[src/rtl/tmr_pkg.sv]
package tmr_pkg;
  typedef struct packed {
    logic       clrOvf;
    logic       clrUnf;
    logic       ienWr;
    logic [1:0] ienData;
  } ctlStrobes_t;
endpackage

[src/rtl/tmr_ctl.sv]
module tmr_ctl
  import tmr_pkg::*;
#(
  parameter int CHAN = 1
) (
  input  logic        clk,
  input  logic        rstN,
  input  logic        regSel,
  input  logic        regRd,
  input  logic        regWr,
  input  logic [7:0]  regWdata,
  input  logic        ovfFlag,
  input  logic        unfFlag,
  input  logic        xferAck,
  input  logic        disableSel,
  output ctlStrobes_t stb
);
  localparam bit HAS_ACK = (CHAN == 4);

  logic armOvf, armUnf;
  logic stRd, stWr, ackClr;

  assign stRd = regRd && !regSel;
  assign stWr = regWr && !regSel;

  generate
    if (HAS_ACK) begin : g_ack
      assign ackClr = xferAck && !disableSel;
    end else begin : g_noack
      assign ackClr = 1'b0;
    end
  endgenerate

  always_ff @(posedge clk) begin
    if (!rstN) begin
      armOvf <= 1'b0;
      armUnf <= 1'b0;
    end else begin
      if (stRd && ovfFlag) armOvf <= 1'b1;
      else if (stWr)       armOvf <= 1'b0;
      if (stRd && unfFlag) armUnf <= 1'b1;
      else if (stWr)       armUnf <= 1'b0;
    end
  end

  always_comb begin
    stb.clrOvf  = (stWr && armOvf && !regWdata[4]) || ackClr;
    stb.clrUnf  = stWr && armUnf && !regWdata[5];
    stb.ienWr   = regWr && regSel;
    stb.ienData = regWdata[1:0];
  end
endmodule

[src/rtl/tmr_datapath.sv]
module tmr_datapath
  import tmr_pkg::*;
#(
  parameter int CHAN = 1,
  parameter int CW   = 16
) (
  input  logic          clk,
  input  logic          rstN,
  input  logic          cntEnable,
  input  logic          countUp,
  input  logic          phaseMode,
  input  logic          cplPwmMode,
  input  logic          loadEn,
  input  logic [CW-1:0] loadValue,
  input  ctlStrobes_t   stb,
  output logic [CW-1:0] count,
  output logic          ovfFlag,
  output logic          unfFlag,
  output logic          dirUp,
  output logic          ienOvf,
  output logic          ienUnf
);
  localparam bit HAS_DIR = (CHAN != 0);
  localparam bit HAS_UNF = (CHAN == 1) || (CHAN == 2);
  localparam bit HAS_CPL = (CHAN == 4);
  localparam logic [CW-1:0] TOP = '1;
  localparam logic [CW-1:0] ONE = CW'(1);

  logic downOk, goDown, step, ovfEvt, unfEvt;

  assign downOk = (HAS_UNF && phaseMode) || (HAS_CPL && cplPwmMode);
  assign goDown = downOk && !countUp;
  assign step   = cntEnable && !loadEn;
  assign ovfEvt = step && ((!goDown && count == TOP) ||
                           (HAS_CPL && cplPwmMode && goDown && count == ONE));
  assign unfEvt = step && HAS_UNF && phaseMode && goDown && count == '0;

  always_ff @(posedge clk) begin
    if (!rstN)       count <= '0;
    else if (loadEn) count <= loadValue;
    else if (step)   count <= goDown ? count - ONE : count + ONE;
  end

  always_ff @(posedge clk) begin
    if (!rstN)            ovfFlag <= 1'b0;
    else if (ovfEvt)      ovfFlag <= 1'b1;
    else if (stb.clrOvf)  ovfFlag <= 1'b0;
  end

  generate
    if (HAS_UNF) begin : g_unf
      always_ff @(posedge clk) begin
        if (!rstN)           unfFlag <= 1'b0;
        else if (unfEvt)     unfFlag <= 1'b1;
        else if (stb.clrUnf) unfFlag <= 1'b0;
      end
    end else begin : g_nounf
      assign unfFlag = 1'b0;
    end

    if (HAS_DIR) begin : g_dir
      always_ff @(posedge clk) begin
        if (!rstN)          dirUp <= 1'b1;
        else if (cntEnable) dirUp <= !goDown;
      end
    end else begin : g_nodir
      assign dirUp = 1'b1;
    end
  endgenerate

  always_ff @(posedge clk) begin
    if (!rstN) begin
      ienOvf <= 1'b0;
      ienUnf <= 1'b0;
    end else if (stb.ienWr) begin
      ienOvf <= stb.ienData[0];
      ienUnf <= stb.ienData[1];
    end
  end
endmodule

[src/rtl/tmr_chan_status.sv]
module tmr_chan_status
  import tmr_pkg::*;
#(
  parameter int CHAN = 1,
  parameter int CW   = 16
) (
  input  logic          clk,
  input  logic          rstN,
  input  logic          cntEnable,
  input  logic          countUp,
  input  logic          phaseMode,
  input  logic          cplPwmMode,
  input  logic          loadEn,
  input  logic [CW-1:0] loadValue,
  input  logic          regSel,
  input  logic          regRd,
  input  logic          regWr,
  input  logic [7:0]    regWdata,
  output logic [7:0]    regRdata,
  input  logic          xferAck,
  input  logic          disableSel,
  output logic [CW-1:0] count,
  output logic          irqOvf,
  output logic          irqUnf
);
  ctlStrobes_t stb;
  logic ovfFlag, unfFlag, dirUp, ienOvf, ienUnf;

  tmr_ctl #(.CHAN(CHAN)) u_ctl (
    .clk(clk), .rstN(rstN), .regSel(regSel), .regRd(regRd), .regWr(regWr),
    .regWdata(regWdata), .ovfFlag(ovfFlag), .unfFlag(unfFlag),
    .xferAck(xferAck), .disableSel(disableSel), .stb(stb)
  );

  tmr_datapath #(.CHAN(CHAN), .CW(CW)) u_dp (
    .clk(clk), .rstN(rstN), .cntEnable(cntEnable), .countUp(countUp),
    .phaseMode(phaseMode), .cplPwmMode(cplPwmMode), .loadEn(loadEn),
    .loadValue(loadValue), .stb(stb), .count(count), .ovfFlag(ovfFlag),
    .unfFlag(unfFlag), .dirUp(dirUp), .ienOvf(ienOvf), .ienUnf(ienUnf)
  );

  assign regRdata = regSel ? {6'b0, ienUnf, ienOvf}
                           : {dirUp, 1'b1, unfFlag, ovfFlag, 4'b0};
  assign irqOvf = ovfFlag && ienOvf;
  assign irqUnf = unfFlag && ienUnf;
endmodule

[config.mk]
export PLATFORM = sky130hd
export DESIGN_NAME = tmr_chan_status
export DESIGN_NICKNAME = d
export VERILOG_FILES = /design/src/rtl/tmr_pkg.sv /design/src/rtl/tmr_ctl.sv /design/src/rtl/tmr_datapath.sv /design/src/rtl/tmr_chan_status.sv
export SDC_FILE = /design/constraint.sdc
export NUM_CORES = 1
export LEC_CHECK = 0
export BUFFER_PORTS_ARGS = -buffer_cell sky130_fd_sc_hd__buf_2
export CAP_MARGIN = 0
export CORE_AREA = 2 2 65 67
export CTS_BUF_LIST = sky130_fd_sc_hd__clkbuf_8
export CTS_CLUSTER_DIAMETER = 100
export DETAILED_ROUTE_END_ITERATION = 8
export DIE_AREA = 0 0 67 69
export GPL_TIMING_DRIVEN = 1
export PLACE_DENSITY = 0.87
export SYNTH_ARGS = -nofsm -noshare
export SYNTH_HDL_FRONTEND = slang
export SYNTH_SLANG_ARGS = --single-unit
[constraint.sdc]
create_clock -name clk -period 2.8 [get_ports clk]
set_clock_uncertainty 0.05 [all_clocks]
set_input_delay 0.28 -clock clk [delete_from_list [all_inputs] [get_ports clk]]
set_output_delay 0.28 -clock clk [all_outputs]
set_load 0.005 [all_outputs]
==> results.json <==
{
  "final_layout_size_suffix_gt1_share_pct": 25.3,
  "wl_met1_mm": 2.14,
  "dpl_cell_area_mm2": 0.00210,
  "drt_pass1_iterations": 5,
  "syn_area_mm2": 0.00197,
  "die_area_mm2": 0.00462,
  "io_pins": 62,
  "synth_seq_cells": 23,
  "ctsHoldBuffers": 0,
  "worst_pin_slew_ns": 0.621,
  "syn_to_final_growth_pct": 8.68,
  "fin_area_mm2": 0.00215,
  "overflow": 0,
  "crit_arrival_ns": 2.55,
  "met2_length_mm": 2.27,
  "p_switching_mw": 0.279,
  "cts_buffers": 3,
  "drt-initial-drc-count": 196,
  "path_clk_slew_ns": 0.09,
  "cts_resized": 0,
  "diodes": 0,
  "clockRootBuffer": "clkbuf_8",
  "end_kind": "flop",
  "p_int_mw": 0.547,
  "cp.required_ns": 2.97,
  "synth_edf_count": 0,
  "setup_tns_ns": 0,
  "cts_sinks": 23,
  "core_area_mm2": 0.00391,
  "synthFlopType": "dfxtp_1",
  "ys_seq_area_share_pct": 23.3,
  "comb_power_share_pct": 25.0,
  "setup_violations": 0,
  "die_w_um": 67,
  "switching_share_pct": 33.8,
  "clockPowerShare_pct": 26.9,
  "hold_class": "input port to flop",
  "vdd_drop_max_mv": 0.182,
  "htreeDepth": 1,
  "grt_max_degree": 28,
  "fin_nets": 323,
  "vias_per_cell": 5.87,
  "cts_buffer_depth": 2,
  "place_congestion": 0.967,
  "critPathKind": "flop to flop",
  "fin_crit_sh_pct": 85.0,
  "yosys_warnings": 0,
  "grt_usage_pct": 22.1,
  "period_needed_ns": 2.38,
  "path_max_fanout": 13,
  "slew_violations": 0,
  "grt_antenna_before_repair": 0,
  "power_density_mw_per_mm2": 385,
  "io_buffers": 52,
  "start_util_pct": 50.4,
  "async_flop_share_pct": 0,
  "rows": 23,
  "drc": 0,
  "synth_cell_types": 61,
  "maxCapViolCount": 0,
  "cts_tree": "built",
  "clkLatencyLatePin_ns": 0.28,
  "maxSlewHeadroom_pct": 58.0,
  "ant_nets": 0,
  "die_h_um": 69,
  "hold_viol_final": 0,
  "post_cts_buffers": 0,
  "seqPwrFrac_pct": 48.1,
  "syn_area_per_cell_um2": 7.77,
  "routedWlPerCell_um": 14.6,
  "top_layer": "met4",
  "grt_pass1_wl_mm": 8.14,
  "grt_pass1_vias": 1760,
  "dp.final_hpwl_mm": 3.52,
  "dr_total_vias": 1966,
  "critPathLaunchType": "flop",
  "rsz0062_at_grt": "false",
  "netlist_instances": 254,
  "wl_mm": 4.89,
  "met3_length_um": 360,
  "max_freq_mhz": 420,
  "leakage_nw": 0.930,
  "status": "finished, final reports clean"
}
==> logic make-up (layout without fill, tap and decap cells) <==
logic type	after synthesis	after routing	share of synthesized area (%)
buffers and inverters	32	62	11.7
adder cells (fa/ha/maj)	1	1	0.634
flip-flops	23	23	23.3
XOR/XNOR	12	12	5.32
AND/OR/NAND/NOR	126	126	36.1
other	1	2	0.190
AO/OA/AOI/OAI	57	57	21.7
multiplexers	2	2	1.01
==> critical path, stage by stage (launching register included) <==
cell	delay (ns)
dfxtp_1	0.59
xnor2_1	0.17
ha_1	0.23
nand2_1	0.11
nor3_1	0.42
a32oi_1	0.19
or4b_1	0.49
nand3_1	0.08
==> layout by cell type (no fill, tap or decap), types with 3 or more instances in the layout <==
master	instances
a21boi_0	4
a21oi_1	4
and2_1	5
and3_1	4
buf_2	52
clkbuf_8	3
dfxtp_1	23
inv_1	4
nand2_1	24
nand2b_1	10
nand3_1	17
nand4_1	7
nor2_1	15
nor2b_1	7
nor3_1	11
nor4_1	6
o211a_1	8
o21ai_0	19
xnor2_1	6
xor2_1	6
==> area by class of cell <==
type,count,area [µm²]
well taps,50,62.6
clock buffers,3,41.3
flip-flops and latches,23,460
clock inverters,1,5.00
fillers,408,1770
repair buffers,54,275
multi-input cells,200,1290
inverters,4,15.0
==> per-stage QoR <==
step	utilization, %	instances	power, mW	worst slack (ns)	hold WS, ns
3_3_place_gp	53.6	331	0.605	0.503	0.409
6_report	54.8	335	0.825	0.420	0.169
2_1_floorplan	-	255	0.563	0.493	0.368
4_1_cts	54.8	335	0.829	0.459	0.167
5_1_grt	54.8	335	0.875	0.221	0.182
3_5_place_dp	53.6	331	0.608	0.455	0.412
==> power groups by stage <==
stage,logic (mW),clock network [mW],registers (mW)
after floorplan,0.193,0,0.370
after global placement,0.202,0,0.403
after detailed placement,0.205,0,0.403
after CTS,0.206,0.228,0.395
after global routing,0.231,0.241,0.402
final,0.207,0.222,0.397
==> worst paths after layout <==
| check | startpoint | endpoint | slack [ns] | cells past startpoint |
|---|---|---|---|---|
| max | u_dp.count[1] | u_dp.count[14] | 0.42 | 7 |
| max reg2reg | u_dp.count[1] | u_dp.count[14] | 0.42 | 7 |
| min | loadValue[5] | u_dp.count[5] | 0.17 | 2 |
| min reg2reg | u_dp.dirUp | u_dp.dirUp | 0.43 | 2 |
==> sequential cells by signal, summed over array words and instances (netlist names) <==
register and cells:
u_dp.ovfFlag 1, u_dp.count 16, u_ctl.armOvf 1, u_dp.ienUnf 1
u_dp.ienOvf 1, u_dp.unfFlag 1, u_ctl.armUnf 1, u_dp.dirUp 1
==> layer usage <==
layer / track usage (%) / vias to the layer above
li1: - / 982
met1: 30.4 / 886
met2: 33.2 / 85
met3: 3.10 / 13
met4: 10.7 / 0
met5: 0 / -
==> cells in the mapped netlist (all sizes together), types with 2 or more instances <==
library cell | instances | share of area [%]
and2 | 6 | 2.0
buf | 18 | 8.1
inv | 4 | 0.76
nor2 | 15 | 2.9
a32o | 2 | 1.0
a21boi | 5 | 1.9
or2 | 2 | 0.63
clkbuf | 9 | 2.2
nor3 | 12 | 3.3
or4 | 2 | 1.1
nor3b | 2 | 0.76
xor2 | 6 | 2.7
nand3 | 17 | 4.3
nand2b | 10 | 3.2
and3 | 4 | 1.3
xnor2 | 6 | 2.7
nand2 | 24 | 4.6
nor4 | 8 | 3.2
mux2i | 2 | 1.0
o21ai | 20 | 5.3
o211a | 8 | 4.1
nor4b | 3 | 1.6
a22oi | 2 | 0.76
a21oi | 5 | 1.5
nor2b | 7 | 2.2
or3 | 3 | 1.0
o221ai | 2 | 0.89
dfxtp | 23 | 23
nand4 | 7 | 2.2
No activity file was read; power rests on OpenSTA's default activity.
